--- config.mk ---
export PLATFORM = sky130hd
export DESIGN_NAME = npc_unit
export DESIGN_NICKNAME = d
export VERILOG_FILES = /design/src/rtl/npc_pkg.sv /design/src/rtl/npc_decode.sv /design/src/rtl/npc_cond.sv /design/src/rtl/npc_target.sv /design/src/rtl/npc_unit.sv
export SDC_FILE = /design/constraint.sdc
export NUM_CORES = 1
export LEC_CHECK = 0
export BUFFER_PORTS_ARGS = -buffer_cell sky130_fd_sc_hd__buf_4
export CAP_MARGIN = 0
export CORE_MARGIN = 3
export CORE_UTILIZATION = 54
export CTS_BUF_LIST = sky130_fd_sc_hd__clkbuf_4
export CTS_CLUSTER_SIZE = 40
export DETAILED_ROUTE_END_ITERATION = 7
export MAX_ROUTING_LAYER = met4
export PLACE_DENSITY = 0.83
export SLEW_MARGIN = 40
export SYNTH_ARGS = -nofsm -noshare
export SYNTH_HDL_FRONTEND = slang
export SYNTH_SLANG_ARGS = --single-unit
--- constraint.sdc ---
create_clock -name clk -period 5.11 [get_ports clk]
set_clock_uncertainty 0.2 [all_clocks]
set_input_delay 1.022 -clock clk [delete_from_list [all_inputs] [get_ports clk]]
set_output_delay 1.022 -clock clk [all_outputs]
set_load 0.01 [all_outputs]
--- src/rtl/npc_pkg.sv ---
package npc_pkg;

   localparam logic [5:0] OPC_SPECIAL = 6'h00;
   localparam logic [5:0] OPC_REGIMM  = 6'h01;
   localparam logic [5:0] OPC_JMP     = 6'h02;
   localparam logic [5:0] OPC_JMPL    = 6'h03;
   localparam logic [5:0] OPC_BREQ    = 6'h04;
   localparam logic [5:0] OPC_BRNE    = 6'h05;
   localparam logic [5:0] OPC_BRLEZ   = 6'h06;
   localparam logic [5:0] OPC_BRGTZ   = 6'h07;
   localparam logic [5:0] FN_JREG     = 6'h08;

   localparam logic [4:0] RI_LTZ      = 5'h00;
   localparam logic [4:0] RI_GEZ      = 5'h01;
   localparam logic [4:0] RI_LTZ_LNK  = 5'h10;
   localparam logic [4:0] RI_GEZ_LNK  = 5'h11;

   typedef enum logic [3:0] {
      XK_NONE,
      XK_EQ,
      XK_NE,
      XK_LEZ,
      XK_GTZ,
      XK_LTZ,
      XK_GEZ,
      XK_ABS,
      XK_REG
   } xfer_kind_e;

   typedef struct packed {
      xfer_kind_e   kind;
      logic         link;
      logic [15:0]  imm16;
      logic [25:0]  idx26;
   } xfer_dec_t;

endpackage

--- src/rtl/npc_decode.sv ---
module npc_decode
   import npc_pkg::*;
(
   input  logic [31:0] instr,
   output xfer_dec_t   dec
);

   logic [5:0] opc;
   logic [5:0] fn;
   logic [4:0] rtf;
   logic       jr_shape;

   assign opc      = instr[31:26];
   assign fn       = instr[5:0];
   assign rtf      = instr[20:16];
   assign jr_shape = (fn == FN_JREG) && (instr[20:6] == 15'd0);

   always_comb begin
      dec       = '0;
      dec.kind  = XK_NONE;
      dec.imm16 = instr[15:0];
      dec.idx26 = instr[25:0];
      unique case (opc)
         OPC_SPECIAL: begin
            if (jr_shape) dec.kind = XK_REG;
         end
         OPC_REGIMM: begin
            unique case (rtf)
               RI_LTZ:     dec.kind = XK_LTZ;
               RI_GEZ:     dec.kind = XK_GEZ;
               RI_LTZ_LNK: begin
                  dec.kind = XK_LTZ;
                  dec.link = 1'b1;
               end
               RI_GEZ_LNK: begin
                  dec.kind = XK_GEZ;
                  dec.link = 1'b1;
               end
               default:    dec.kind = XK_NONE;
            endcase
         end
         OPC_JMP:   dec.kind = XK_ABS;
         OPC_JMPL: begin
            dec.kind = XK_ABS;
            dec.link = 1'b1;
         end
         OPC_BREQ:  dec.kind = XK_EQ;
         OPC_BRNE:  dec.kind = XK_NE;
         OPC_BRLEZ: dec.kind = XK_LEZ;
         OPC_BRGTZ: dec.kind = XK_GTZ;
         default:   dec.kind = XK_NONE;
      endcase
   end

endmodule

--- src/rtl/npc_cond.sv ---
module npc_cond
   import npc_pkg::*;
#(
   parameter int ADDR_W = 32
) (
   input  xfer_kind_e        kind,
   input  logic [ADDR_W-1:0] rs,
   input  logic [ADDR_W-1:0] rt,
   output logic              cond
);

   logic is_neg;
   logic is_zero;
   logic same;

   assign is_neg  = rs[ADDR_W-1];
   assign is_zero = (rs == '0);
   assign same    = (rs == rt);

   always_comb begin
      unique case (kind)
         XK_EQ:   cond = same;
         XK_NE:   cond = !same;
         XK_LEZ:  cond = is_neg || is_zero;
         XK_GTZ:  cond = !is_neg && !is_zero;
         XK_LTZ:  cond = is_neg;
         XK_GEZ:  cond = !is_neg;
         XK_ABS:  cond = 1'b1;
         XK_REG:  cond = 1'b1;
         default: cond = 1'b0;
      endcase
   end

endmodule

--- src/rtl/npc_target.sv ---
module npc_target
   import npc_pkg::*;
#(
   parameter int ADDR_W      = 32,
   parameter int ALIGN_CHECK = 1
) (
   input  logic [ADDR_W-1:0] slot_pc,
   input  xfer_dec_t         dec,
   input  logic [ADDR_W-1:0] rs,
   output logic [ADDR_W-1:0] target,
   output logic              misaligned
);

   localparam int OFS_EXT  = ADDR_W - 18;
   localparam int REGION_B = ADDR_W - 28;

   logic [ADDR_W-1:0] br_ofs;
   logic [ADDR_W-1:0] br_dst;
   logic [ADDR_W-1:0] abs_dst;

   assign br_ofs  = {{OFS_EXT{dec.imm16[15]}}, dec.imm16, 2'b00};
   assign br_dst  = slot_pc + br_ofs;
   assign abs_dst = {slot_pc[ADDR_W-1 -: REGION_B], dec.idx26, 2'b00};

   always_comb begin
      unique case (dec.kind)
         XK_ABS:  target = abs_dst;
         XK_REG:  target = rs;
         default: target = br_dst;
      endcase
   end

   generate
      if (ALIGN_CHECK != 0) begin : g_align
         assign misaligned = (dec.kind == XK_REG) && (rs[1:0] != 2'b00);
      end else begin : g_noalign
         assign misaligned = 1'b0;
      end
   endgenerate

endmodule

--- src/rtl/npc_unit.sv ---
module npc_unit
   import npc_pkg::*;
#(
   parameter int                ADDR_W      = 32,
   parameter logic [ADDR_W-1:0] RESET_VEC   = 32'hBFC0_0000,
   parameter int                ALIGN_CHECK = 1
) (
   input  logic              clk,
   input  logic              rst_n,
   input  logic              step_i,
   input  logic [31:0]       instr_i,
   input  logic [ADDR_W-1:0] rs_val_i,
   input  logic [ADDR_W-1:0] rt_val_i,
   output logic [ADDR_W-1:0] pc_o,
   output logic [ADDR_W-1:0] npc_o,
   output logic              taken_o,
   output logic              link_we_o,
   output logic [ADDR_W-1:0] link_val_o,
   output logic              addr_err_o
);

   localparam logic [ADDR_W-1:0] WORD   = ADDR_W'(4);
   localparam logic [ADDR_W-1:0] LINK_D = ADDR_W'(8);

   generate
      if (ADDR_W < 30) begin : g_bad_width
         $error("npc_unit: ADDR_W must be at least 30");
      end
      if (ALIGN_CHECK != 0 && ALIGN_CHECK != 1) begin : g_bad_align
         $error("npc_unit: ALIGN_CHECK must be 0 or 1");
      end
   endgenerate

   logic [ADDR_W-1:0] pc_q;
   logic [ADDR_W-1:0] npc_q;
   logic [ADDR_W-1:0] slot_pc;
   logic [ADDR_W-1:0] dst;
   logic [ADDR_W-1:0] npc_d;
   xfer_dec_t         dec;
   logic              cond;
   logic              is_xfer;
   logic              mis;

   assign slot_pc = pc_q + WORD;

   npc_decode u_dec (
      .instr (instr_i),
      .dec   (dec)
   );

   npc_cond #(.ADDR_W(ADDR_W)) u_cond (
      .kind (dec.kind),
      .rs   (rs_val_i),
      .rt   (rt_val_i),
      .cond (cond)
   );

   npc_target #(.ADDR_W(ADDR_W), .ALIGN_CHECK(ALIGN_CHECK)) u_tgt (
      .slot_pc    (slot_pc),
      .dec        (dec),
      .rs         (rs_val_i),
      .target     (dst),
      .misaligned (mis)
   );

   assign is_xfer = (dec.kind != XK_NONE) && cond;
   assign npc_d   = is_xfer ? dst : (npc_q + WORD);

   always_ff @(posedge clk or negedge rst_n) begin
      if (!rst_n) begin
         pc_q  <= RESET_VEC;
         npc_q <= RESET_VEC + WORD;
      end else if (step_i) begin
         pc_q  <= npc_q;
         npc_q <= npc_d;
      end
   end

   assign pc_o       = pc_q;
   assign npc_o      = npc_q;
   assign taken_o    = is_xfer;
   assign link_we_o  = is_xfer && dec.link;
   assign link_val_o = pc_q + LINK_D;
   assign addr_err_o = mis;

endmodule

==> results of run 1 <==
-- cell usage after synthesis, types with 3 or more instances --
cell      instances  share of area (%)
ha_1             32                5.9
buf_4             7               0.77
and4_1           10                1.3
nand2b_1          4               0.37
o21a_1            6               0.66
dfrtp_1          45                 17
nor3_1           11               0.81
inv_1            16               0.88
o21ai_0          40                2.9
dfstp_2          19                7.3
a31oi_1           7               0.64
xor2_1           29                3.7
a22o_1            7               0.90
or3_1             4               0.37
a21oi_1          54                4.0
nand2_1          75                4.1
a211oi_1          7               0.77
a21o_1           17                1.9
and3_1           26                2.4
o21ai_1          10               0.73
xnor2_1          85                 11
mux2_2           31                5.1
o211ai_1         17                1.9
nor2_1           52                2.9
nor4_1           16                1.5
a221oi_1          3               0.39
a22oi_1          27                3.0
a31o_2            8                1.0
buf_2            16                1.2
clkbuf_1         29                1.6
o31ai_1           4               0.44
nor2b_1           4               0.37
buf_1             5               0.28
nand3_1          27                2.0
and2_1           12                1.1
nand4_1          37                3.4
nor3b_1           3               0.33
a311oi_1          6               0.77
-- power by group --
group	total, mW	switching (mW)	leakage (nW)	internal [mW]
logic	2.58	1.31	2.83	1.27
registers	1.16	0.406	0.717	0.753
clock network	0.457	0.202	0.0946	0.255
total	4.19	1.92	3.64	2.28
-- registers in the layout, summed over array words and instances, names as in the netlist --
| register | cells |
|---|---|
| npc_o | 32 |
| pc_o | 32 |
-- layout make-up --
cell class                      count  area, sq um  area share, %
Clock inverter                      4         93.8           1.10
Sequential cell                    64         1630           19.1
Timing Repair Buffer              206         1550           18.2
Antenna cell                        1         2.50         0.0294
Clock buffer                       11         82.6          0.971
Inverter                           17         63.8          0.750
Tap cell                          168          210           2.47
Multi-Input combinational cell    706         4880           57.4
-- cells in the final DEF, fill, tap and decap left out, drive strengths merged, types with 9 or more instances in the layout --
cell and instances:
buf 206, xnor2 85, nand2 76, a21oi 54
nor2 52, o21ai 50, dfrtp 45, nand4 37
ha 32, mux2 31, xor2 29, nand3 27
a22oi 27, and3 26, dfstp 19, nor4 18
a21o 17, o211ai 17, inv 16, and2 12
nor3 12, clkbuf 11, and4 10, a31o 9
-- layer usage --
layer  vias to the layer above  wire length [microns]  share of wire [%]
met5                         -                      0                  0
met4                         0                    673                2.8
met3                        56                   1830                7.6
met2                       356                  11700                 49
met1                      3528                   9710                 41
li1                       3453                      -                  -
-- path summary, 6_finish.rpt --
check,startpoint,to
worst max-delay path,pc_o[4],npc_o[31]
worst min-delay path,npc_o[0],npc_o[0]
worst max register to register,pc_o[4],npc_o[31]
worst min register to register,npc_o[0],npc_o[0]
max in group asynchronous,rst_n,npc_o[4]
min in group asynchronous,rst_n,npc_o[8]
-- through the flow --
stage	hold slack [ps]	cell area, sq um	util, %
floorplan	313	6820	-
global placement	288	8320	68.4
detailed placement	302	8330	68.5
CTS	327	8500	69.9
global route	364	8510	69.9
finish	320	8510	70.0
-- cell families after synthesis --
family	count (synthesis)	share of synthesized area, %
flip-flops	64	23.8
adder cells (fa/ha/maj)	33	6.16
multiplexers	33	5.41
AO/OA/AOI/OAI	234	22.9
XOR/XNOR	114	14.6
buffers and inverters	75	4.82
AND/OR/NAND/NOR	292	22.3
-- worst register-to-register path, stage by stage, from the launching register on --
cell and delay [ps]:
dfrtp_1 520, ha_1 340, and3_1 250, and3_1 230, and2_1 190, and3_1 250, nand2_1 90, xnor2_1 130
ha_1 350, nand2_1 90, o21ai_0 120, o41a_1 480, a21oi_1 410, nand3_1 130, nor3b_1 160, a2111oi_1 400
==> out/summary.txt, run 1 <==
FMAX = 222 MHz
Met2 Use GR = 55.6%
Post-CTS Setup Inserts = 0
# setup viols final = 0
Die Ht = 118 microns
GR Overflow Total = 0
Initial antenna violation count = 0
Final RePlAce weighted congestion = 1.01
Starting Density = 56.1%
Setup TNS = 0 ps
Dpl cells = 1161
CTS clk-pin slew, worst paths = 140 ps
Clock root buffer = clkbuf_4
Max Cap Violations = 0
Layout cell share with drive strength beyond 1 = 28.4%
Met3 Track Usage GR = 6.41%
Worst Reg-to-Reg Cells = 15
Antenna Nets Post-Route = 0
Vias/cell = 6.28
WP buf/inv = 0
Final period util = 88.1%
Largest net degree at the start of global routing = 65
Yosys warning count = 0
CTS Buf Count = 9
Number of global-route vias before repair = 6979
Worst Slack Setup Final = 609 ps
Hold-fix buffers, CTS = 0
IR drop worst, VDD = 0.000396 V
Synth async-reset ratio = 100%
Pre-CTS setup slack = 740 ps
Die Wd = 118 microns
Pwr dens = 493 nW/um^2
Wire per inst = 20.3 microns
# clock sinks = 64
Seq/Total Area, Yosys = 23.8%
Average cell area after synthesis = 8.07 sq um
Cell Area, Synth = 6820 sq um
DR vias = 7393
Slowest stage cell, crit path = dfrtp_1
Gr busiest metal = met2
# rows = 40
Final Routed Wirelength = 23.9 mm
Post-Syn Instances = 845
Top_reg_cell synth = dfrtp_1
Clock Tree Buf Depth = 2
Port Buffers = 197
GR Layer Usage met1 = 42.9%
R2r setup slk = 610 ps
# DRC = 0
Yosys reg bits = 64
CP Max Fanout = 7
RSZ-0062 raised after global routing = no
Final Critical Period = 4500 ps
Full die area = 14000 sq um
Crit. End Element = flop
Final hold violations = 0
CTS tree = yes
Post-synth EDFFs = 0
Setup CP Type = flop to flop
Critical Path RT = 5230 ps
Slew headroom = 48.7%
Total Routing Usage GR = 34.3%
Slew Viols, Final = 0
Post-CTS resize count = 0
Startpoint Class = flop
Crit-path max cell delay = 520 ps
Count of unique library cells instantiated by Yosys = 66
Arr. time, crit path = 4620 ps
Layout area overhead = 24.7%
Final Non-Filler Cells = 1177
Most frequent CP cell = and3_1
Worst path depth = 15
TritonRoute pass-1 iters = 5
Leakage dissipation = 3.64 nW
First-pass GRT wire length = 37.8 mm
WHS Path Cells = 2
# H-tree levels = 3
PnR Total Power = 4.19 mW
I/O pin count = 198
Status = completed
CP delay by family, top = compound AO/OA/AOI/OAI gates
Mapped Nets = 977
Post-DP HPWL = 18.6 mm
Final #Nets = 1136
Worst-margin pin slew = 767 ps
Min-delay worst type = flop to flop
Critical-path cell list = ha_1 -> and3_1 -> and3_1 -> and2_1 -> and3_1 -> nand2_1 -> xnor2_1 -> ha_1 -> nand2_1 -> o21ai_0 -> o41a_1 -> a21oi_1 -> nand3_1 -> nor3b_1 -> a2111oi_1
# fillers = 1068
Core Region = 12200 sq um
Initial DRC Count = 636
Worst-Skew Late Latency = 480 ps
Power figures use the tool's default switching activity.
==> inputs of run 2 (changes only) <==
CORE_UTILIZATION = 35   (was 54)
PLACE_DENSITY = default   (was 0.83)
==> out/summary.txt, run 2 (synthesis gave the netlist of run 1 again) <==
Status = completed
Initial DRC Count = 590 (-7.2%)
Crit. End Element = flop
Antenna Nets Post-Route = 0 (unchanged)
# fillers = 2003 (+88%)
# clock sinks = 64 (unchanged)
Min Hold Slack = 328 ps (+7.88 ps)
Starting Density = 36.1% (-20 points)
Initial antenna violation count = 1 (+1)
Port Buffers = 197 (unchanged)
Clock Tree Buf Depth = 2 (unchanged)
Final hold violations = 0 (unchanged)
RSZ-0062 raised after global routing = no
Wire per inst = 20.7 microns (+2.0%)
Leakage dissipation = 3.62 nW (-0.50%)
Worst-Skew Late Latency = 480 ps (about the same)
Setup TNS = 0 ps (unchanged)
Vias/cell = 5.79 (-7.9%)
Pwr dens = 484 nW/um^2 (-1.8%)
CP Max Fanout = 7 (unchanged)
Largest net degree at the start of global routing = 65 (unchanged)
Most frequent cells in the layout = buf_4 (204), xnor2_1 (85), nand2_1 (75)
Arr. time, crit path = 4620 ps (about the same)
Die Wd = 146 microns (+23%)
Final Routed Wirelength = 26.3 mm (+10%)
Number of global-route vias before repair = 7106 (+1.8%)
Max Cap Violations = 0 (unchanged)
CTS clk-pin slew, worst paths = 140 ps (about the same)
Setup CP Type = flop to flop
Clock root buffer = clkbuf_4
FMAX = 223 MHz (+0.57%)
Slew Viols, Final = 0 (unchanged)
Full die area = 21200 sq um (+51%)
GR Overflow Total = 0 (unchanged)
DR vias = 7344 (-0.66%)
Post-CTS Setup Inserts = 0 (unchanged)
Post-DP HPWL = 20.4 mm (+9.8%)
CTS tree = yes
Die Ht = 146 microns (+23%)
Final RePlAce weighted congestion = 0.964 (-4.1%)
TritonRoute pass-1 iters = 5 (unchanged)
Commonest non-fill, non-tap cell in the layout = buf_4
# rows = 50 (+25%)
# DRC = 0 (unchanged)
Worst-margin pin slew = 799 ps (+32.2 ps)
CTS Buf Count = 9 (unchanged)
IR drop worst, VDD = 0.000306 V (-23%)
# H-tree levels = 3 (unchanged)
I/O pin count = 198 (unchanged)
Final #Nets = 1135 (-0.088%)
Startpoint Class = flop
Core Region = 18900 sq um (+55%)
Final Critical Period = 4480 ps (-25.6 ps)
# setup viols final = 0 (unchanged)
Total Routing Usage GR = 24.7% (-9.6 points)
Layout area overhead = 26.2%
Critical Path RT = 5250 ps (+20 ps)
First-pass GRT wire length = 40.4 mm (+6.8%)
Layout cell share with drive strength beyond 1 = 28.5% (+0.099 points)
Final period util = 87.6% (-0.50 points)
Min-delay worst type = primary input to async pin
Slew headroom = 46.4% (-2.3 points)
run 2: cell types whose count changed in the layout (fill, tap and decap cells not counted), sizes merged:
| cell | delta |
|---|---|
| bufinv | -1 |
| clkbuf | -1 |
| clkinvlp | +2 |
| buf | -1 |
| clkinv | +1 |
run 2: where the power goes:
part           internal [mW]  switching, mW  total, mW
Clock                  0.201          0.218      0.419
Sequential             0.753          0.412       1.16
Combinational           1.26           1.32       2.58
run 2: worst max-delay path: stages, from the launching register on:
cell,delay (ps)
dfrtp_1,490
ha_1,310
and3_1,250
and3_1,230
and2_1,210
and4_1,240
nand2_1,80
xnor2_1,140
ha_1,390
a21o_1,230
a21o_1,180
a21oi_1,170
a21oi_1,100
a311oi_2,380
o21ai_0,200
xnor2_1,170
o21ai_1,70
a221o_1,340
run 2: layer usage:
metal / part of all wire (%) / vias to the layer above / GRT usage, %
li1: - / 3453 / -
met1: 41 / 3567 / 30.7
met2: 50 / 284 / 41.0
met3: 6.5 / 40 / 4.67
met4: 2.3 / 0 / 7.45
met5: 0 / - / -
run 2: stage by stage:
| step | total power [mW] | area (sq um) | utilization [%] | setup WS, ps | std cells |
|---|---|---|---|---|---|
| floorplan | 2.71 | 6820 | - | 973 | 845 |
| finish | 4.16 | 8600 | 45.5 | 635 | 1269 |
| global placement | 3.74 | 8430 | 44.6 | 680 | 1252 |
| global route | 4.49 | 8600 | 45.5 | 192 | 1269 |
| CTS | 4.17 | 8600 | 45.5 | 498 | 1268 |
| detailed placement | 3.74 | 8440 | 44.7 | 541 | 1252 |
run 2: final timing paths:
check | cells past startpoint | from | end | slack, ps
worst max-delay path | 17 | pc_o[4] | npc_o[30] | 630
worst min-delay path | 1 | rst_n | npc_o[6] | 330
worst min register to register | 2 | npc_o[1] | npc_o[1] | 340
max in group asynchronous | 1 | rst_n | npc_o[30] | 3890
worst max register to register | 17 | pc_o[4] | npc_o[30] | 630
min in group clk | 2 | npc_o[1] | npc_o[1] | 340
run 2: timing repair:
item	CTS	global route
endpoints found under the setup margin	0	1
hold endpoints to repair	0	0
hold buffers	0	0
resized for setup	0	1
run 2: layout make-up:
| type | count | area, sq um | area share [%] |
|---|---|---|---|
| diodes | 1 | 2.50 | 0.0291 |
| clock buffers | 10 | 75.1 | 0.872 |
| clock inverters | 6 | 83.8 | 0.974 |
| inverters | 17 | 63.8 | 0.742 |
| multi-input cells | 706 | 4890 | 56.8 |
| flip-flops and latches | 64 | 1630 | 18.9 |
| well taps | 260 | 325 | 3.78 |
| repair buffers | 205 | 1540 | 17.9 |
